[config.mk]
export PLATFORM = sky130hd
export DESIGN_NAME = imm_branch_eval
export DESIGN_NICKNAME = d
export VERILOG_FILES = /design/src/rtl/ibe_pkg.sv /design/src/rtl/ibe_const_gen.sv /design/src/rtl/ibe_window_test.sv /design/src/rtl/imm_branch_eval.sv
export SDC_FILE = /design/constraint.sdc
export NUM_CORES = 1
export LEC_CHECK = 0
export ABC_AREA = 1
export BUFFER_PORTS_ARGS = -buffer_cell sky130_fd_sc_hd__buf_2
export CORE_ASPECT_RATIO = 1.5
export CORE_UTILIZATION = 51
export DETAILED_ROUTE_END_ITERATION = 12
export PLACE_DENSITY = 0.86
export SLEW_MARGIN = 20
export SYNTH_ARGS = -nofsm -noshare
export SYNTH_HDL_FRONTEND = slang
export SYNTH_SLANG_ARGS = --single-unit
[constraint.sdc]
create_clock -name clk -period 3.5 [get_ports clk]
set_clock_uncertainty 0.05 [all_clocks]
set_input_delay 0.35 -clock clk [delete_from_list [all_inputs] [get_ports clk]]
set_output_delay 0.35 -clock clk [all_outputs]
set_load 0.03 [all_outputs]
[src/rtl/ibe_pkg.sv]
package ibe_pkg;
  localparam int unsigned DATA_W = 64;
  localparam int unsigned IMM_W  = 32;
  localparam int unsigned COND_W = 4;
  localparam int unsigned POS_W  = $clog2(DATA_W);

  // Sign-extend the instruction immediate to the register width.
  function automatic logic [DATA_W-1:0] sext_imm(input logic [IMM_W-1:0] imm);
    return {{(DATA_W-IMM_W){imm[IMM_W-1]}}, imm};
  endfunction

  // Window of jb ones whose lowest bit sits at position b.
  function automatic logic [DATA_W-1:0] window_mask(input logic [POS_W-1:0] b,
                                                   input int unsigned jb);
    logic [DATA_W-1:0] ones;
    ones = (DATA_W'(1) << jb) - DATA_W'(1);
    return ones << b;
  endfunction

  // Addend: force bit b high and bit b-1 low.
  function automatic logic [DATA_W-1:0] shape_addend(input logic [DATA_W-1:0] base,
                                                    input logic [POS_W-1:0] b);
    logic [DATA_W-1:0] set_bit;
    logic [DATA_W-1:0] clr_bit;
    set_bit = DATA_W'(1) << b;
    // For b == 0 the right shift yields zero, so nothing is cleared.
    clr_bit = set_bit >> 1;
    return (base & ~clr_bit) | set_bit;
  endfunction
endpackage

[src/rtl/ibe_const_gen.sv]
module ibe_const_gen
  import ibe_pkg::*;
#(
  parameter int unsigned JUMP_OFFSET = 8
) (
  input  logic [IMM_W-1:0]  imm,
  input  logic [COND_W-1:0] cond,
  output logic [POS_W-1:0]  bpos,
  output logic [DATA_W-1:0] addend
);
  logic [DATA_W-1:0] base_w;

  assign bpos   = POS_W'(cond) + POS_W'(JUMP_OFFSET);
  assign base_w = sext_imm(imm);
  assign addend = shape_addend(base_w, bpos);
endmodule

[src/rtl/ibe_window_test.sv]
module ibe_window_test
  import ibe_pkg::*;
#(
  parameter int unsigned JUMP_OFFSET = 8,
  parameter int unsigned JUMP_BITS   = 8
) (
  input  logic [COND_W-1:0] cond,
  input  logic [DATA_W-1:0] value,
  output logic [DATA_W-1:0] mask,
  output logic              all_zero
);
  localparam int unsigned N_COND = 2 ** COND_W;

  logic [DATA_W-1:0] mask_tab [N_COND];

  // One constant mask per condition code; cond only steers a mux.
  for (genvar c = 0; c < N_COND; c++) begin : g_mask
    assign mask_tab[c] = window_mask(POS_W'(c + JUMP_OFFSET), JUMP_BITS);
  end

  assign mask     = mask_tab[cond];
  assign all_zero = ~|(value & mask);
endmodule

[src/rtl/imm_branch_eval.sv]
module imm_branch_eval
  import ibe_pkg::*;
#(
  parameter int unsigned JUMP_OFFSET = 8,
  parameter int unsigned JUMP_BITS   = 8
) (
  input  logic              clk,
  input  logic              rst,
  input  logic              in_valid,
  input  logic [DATA_W-1:0] in_reg,
  input  logic [IMM_W-1:0]  in_imm,
  input  logic [COND_W-1:0] in_cond,
  output logic              out_valid,
  output logic [DATA_W-1:0] out_sum,
  output logic              out_taken
);
  // Named internal events, visible to the bound checker.
  logic [POS_W-1:0]  bpos_w;
  logic [DATA_W-1:0] addend_w;
  logic [DATA_W-1:0] sum_w;
  logic [DATA_W-1:0] mask_w;
  logic              hit_w;

  ibe_const_gen #(
    .JUMP_OFFSET(JUMP_OFFSET)
  ) const_i (
    .imm   (in_imm),
    .cond  (in_cond),
    .bpos  (bpos_w),
    .addend(addend_w)
  );

  assign sum_w = in_reg + addend_w;

  ibe_window_test #(
    .JUMP_OFFSET(JUMP_OFFSET),
    .JUMP_BITS  (JUMP_BITS)
  ) window_i (
    .cond    (in_cond),
    .value   (sum_w),
    .mask    (mask_w),
    .all_zero(hit_w)
  );

  always_ff @(posedge clk) begin
    if (rst) begin
      out_valid <= 1'b0;
    end else begin
      out_valid <= in_valid;
    end
    if (!rst && in_valid) begin
      out_sum   <= sum_w;
      out_taken <= hit_w;
    end
  end
endmodule

==> flow_summary.yaml <==
job:
  cap_violations: 0
timing:
  finalHoldViolCount: 0
  finalCritPeriodShare_pct: 93.2
  period_minus_slack_ns: 3.26
  drv_slew: 0
  setup_violations: 0
  relSlewSlack_pct: 40.6
  max_slew.worst_pin.slew_ns: 0.887
  rsz0062_at_grt: "false"
  fmax_ghz: 0.306
drt:
  routed-wl-met3_mm: 1.40
  vias: 8671
  wirelength_mm: 28.6
  wl_met2_mm: 14.9
  drt-initial-drc-count: 426
  drc: 0
  viasPerCell: 5.36
  wl_per_cell_um: 17.7
  antenna_left: 0
  top_layer: "met4"
  drtPass1Iterations: 5
  wl_met1_mm: 9.35
place:
  gp_congestion: 1.04
  dp.cells: 1603
  placed_cell_area_mm2: 0.00897
  hpwlAfterDp_mm: 24.3
  io_buffers: 168
clock_network:
  post_cts_buffers: 0
  cts-root-buf: "clkbuf_16"
  cts.clk_slew.worst_paths_ns: 0.06
  hold_buffers: 0
  cts_tree: "built"
  clock-sinks: 66
  cts_resized: 0
  cts_inserted_buffers: 9
  clk_path_buf_depth: 2
  htreeDepth: 3
global_routing:
  overflow: 0
  grtUsageTotal_pct: 37.2
  grt_antenna_before_repair: 0
  grt_first_pass_wirelength_mm: 43.1
  grt_max_degree: 25
  first_global_vias: 8537
synthesis:
  synth_cells: 1244
  synth_seq_cells: 66
  synthesis.nets: 1413
  ys_types: 43
  syn_avg_cell_area_um2: 6.32
  yosysSeqAreaShare_pct: 25.1
  yosys_warnings: 0
  netlist_area_mm2: 0.00787
  yosys.area.top_type_share_pct: 24.8
  synthTopCellsByArea: "edfxtp_1 25%, nand2_1 17%, inv_1 11%"
  yosysTopAreaCell: "edfxtp_1"
critical_path:
  path_common_cell: "nand2_1"
  worstPathArrival_ns: 3.41
  cp.required_ns: 3.64
  worstSetupPathType: "in -> reg"
  worstPathMaxFanout: 12
  crit_path_max_incr_delay_ns: 0.41
  endpoint_kind: "flop"
  crit_slowest_cell: "ha_1"
  start_kind: "input port"
  path_cells: "buf_2 > inv_1 > nor2_1 > inv_1 > o21ai_0 > nand2_1 > ha_1 > nand2_1 > nor2_1 > nand2_1 > nor2_1 > nand2_1 > nand3_2 > nand2_1 > nand3_1 > nand2_1 > nor2_1 > nand3_1 > nor2_1"
power_and_ir_drop:
  ir_drop_mv: 0.235
  p_leak_nw: 4.90
  pwr_density_cell_mw_per_mm2: 381
die:
  start_util_pct: 52.2
  io_pins: 169
  die_width_um: 103
  die_area_mm2: 0.0159
  die-height_um: 154
  rows: 55
  core-area_mm2: 0.0151
outcome:
  status: "complete, no violations"
worst_hold_path:
  hold_class: "in -> reg"
layout:
  final_area_mm2: 0.00929
  syn_to_final_growth_pct: 18.1
  drive_gt1_share_pct: 17.0
  regArea_mm2: 0.00197
  multi_input_area_mm2: 0.00490
  n_antenna_cell: 0
  fill_cells: 1520
  instances_no_fill: 1619
  final_nets: 1584
## layout by cell type, fill, tap and decap left out, types with 11 or more instances in the layout
cell type,instances
a21o_1,14
nand3_1,62
xor2_1,28
buf_2,168
nor2_1,128
o21ai_0,33
and2_1,21
nand4_1,18
nand2_2,17
a21oi_1,65
edfxtp_1,65
nand2_1,360
a31oi_1,11
nor3_1,14
inv_1,239
ha_1,65
buf_4,11
## critical path, delay by kind of cell
kind / cells / cell delay (ns)
AOI/OAI and AO/OA: 1 / 0.16
adders and majority gates: 1 / 0.41
buffers and inverters: 3 / 0.60
and+or+nand+nor: 14 / 1.87
## flip-flops by register name, indices dropped and copies added (netlist names)
name       count
out_taken      1
out_sum       64
out_valid      1
## synthesized netlist by cell type, drive strengths merged
| library cell | instances |
|---|---|
| and2 | 21 |
| inv | 243 |
| nand2 | 377 |
| xor2 | 29 |
| o21a | 6 |
| ha | 65 |
| fa | 1 |
| nand4 | 18 |
| o22ai | 3 |
| a21o | 14 |
| o22a | 1 |
| o211ai | 7 |
| a211oi | 1 |
| buf | 4 |
| xnor2 | 9 |
| dfxtp | 1 |
| nor3 | 15 |
| nor2 | 141 |
| and3 | 2 |
| or2 | 5 |
| nand3 | 69 |
| nor4 | 4 |
| o21ai | 35 |
| o21bai | 4 |
| clkbuf | 15 |
| a21boi | 3 |
| clkinv | 3 |
| a31oi | 11 |
| edfxtp | 65 |
| a21oi | 66 |
| o2111ai | 1 |
| nand3b | 5 |
## metal layers
metal	up-vias	global-route usage [%]
li1	4297	-
met1	3850	34.5
met5	-	0
met3	141	5.18
met2	383	67.2
met4	0	34.7
## where the power goes
part | switching (mW) | internal, mW | total (mW)
combinational | 1.04 | 0.476 | 1.51
clock | 0.384 | 0.623 | 1.01
sequential | 0.0207 | 0.997 | 1.02
total | 1.44 | 2.10 | 3.54
## cell families (layout without fill, tap and decap cells)
group	Yosys count	after routing	share of synthesized area, %
buf+inv	265	441	12.7
fa+ha+maj	66	66	10.6
simple gates	657	657	36.1
xor+xnor	38	38	4.33
compound gates	152	152	11.2
flops	66	66	25.1
## metrics by stage
step                      TNS [ns]  hold WS (ns)  total power [mW]  setup slack [ns]  utilization [%]
final                            0         0.174              3.54             0.237             61.6
after global routing             0         0.180              3.70            0.0623             61.6
after CTS                        0         0.170              3.51             0.280             61.6
after detailed placement    -0.142         0.519              2.51           -0.0517             59.5
after global placement     -0.0293         0.506              2.50           -0.0135             59.5
after floorplan                  0         0.372              2.03             0.718                -
## worst paths after layout
check	startpoint	slack (ns)	cells after the start	end
min	rst	0.17	2	out_valid
max	in_cond[3]	0.24	19	out_taken
## cell type report
cell class,instances,share of cell area (%)
Clock inverter,7,1.01
Timing Repair Buffer,179,9.94
Clock buffer,9,2.42
Sequential cell,66,21.2
Tap cell,199,2.68
Multi-Input combinational cell,913,52.8
Inverter,246,9.94
Note: power is estimated with default switching activity, not from simulation.
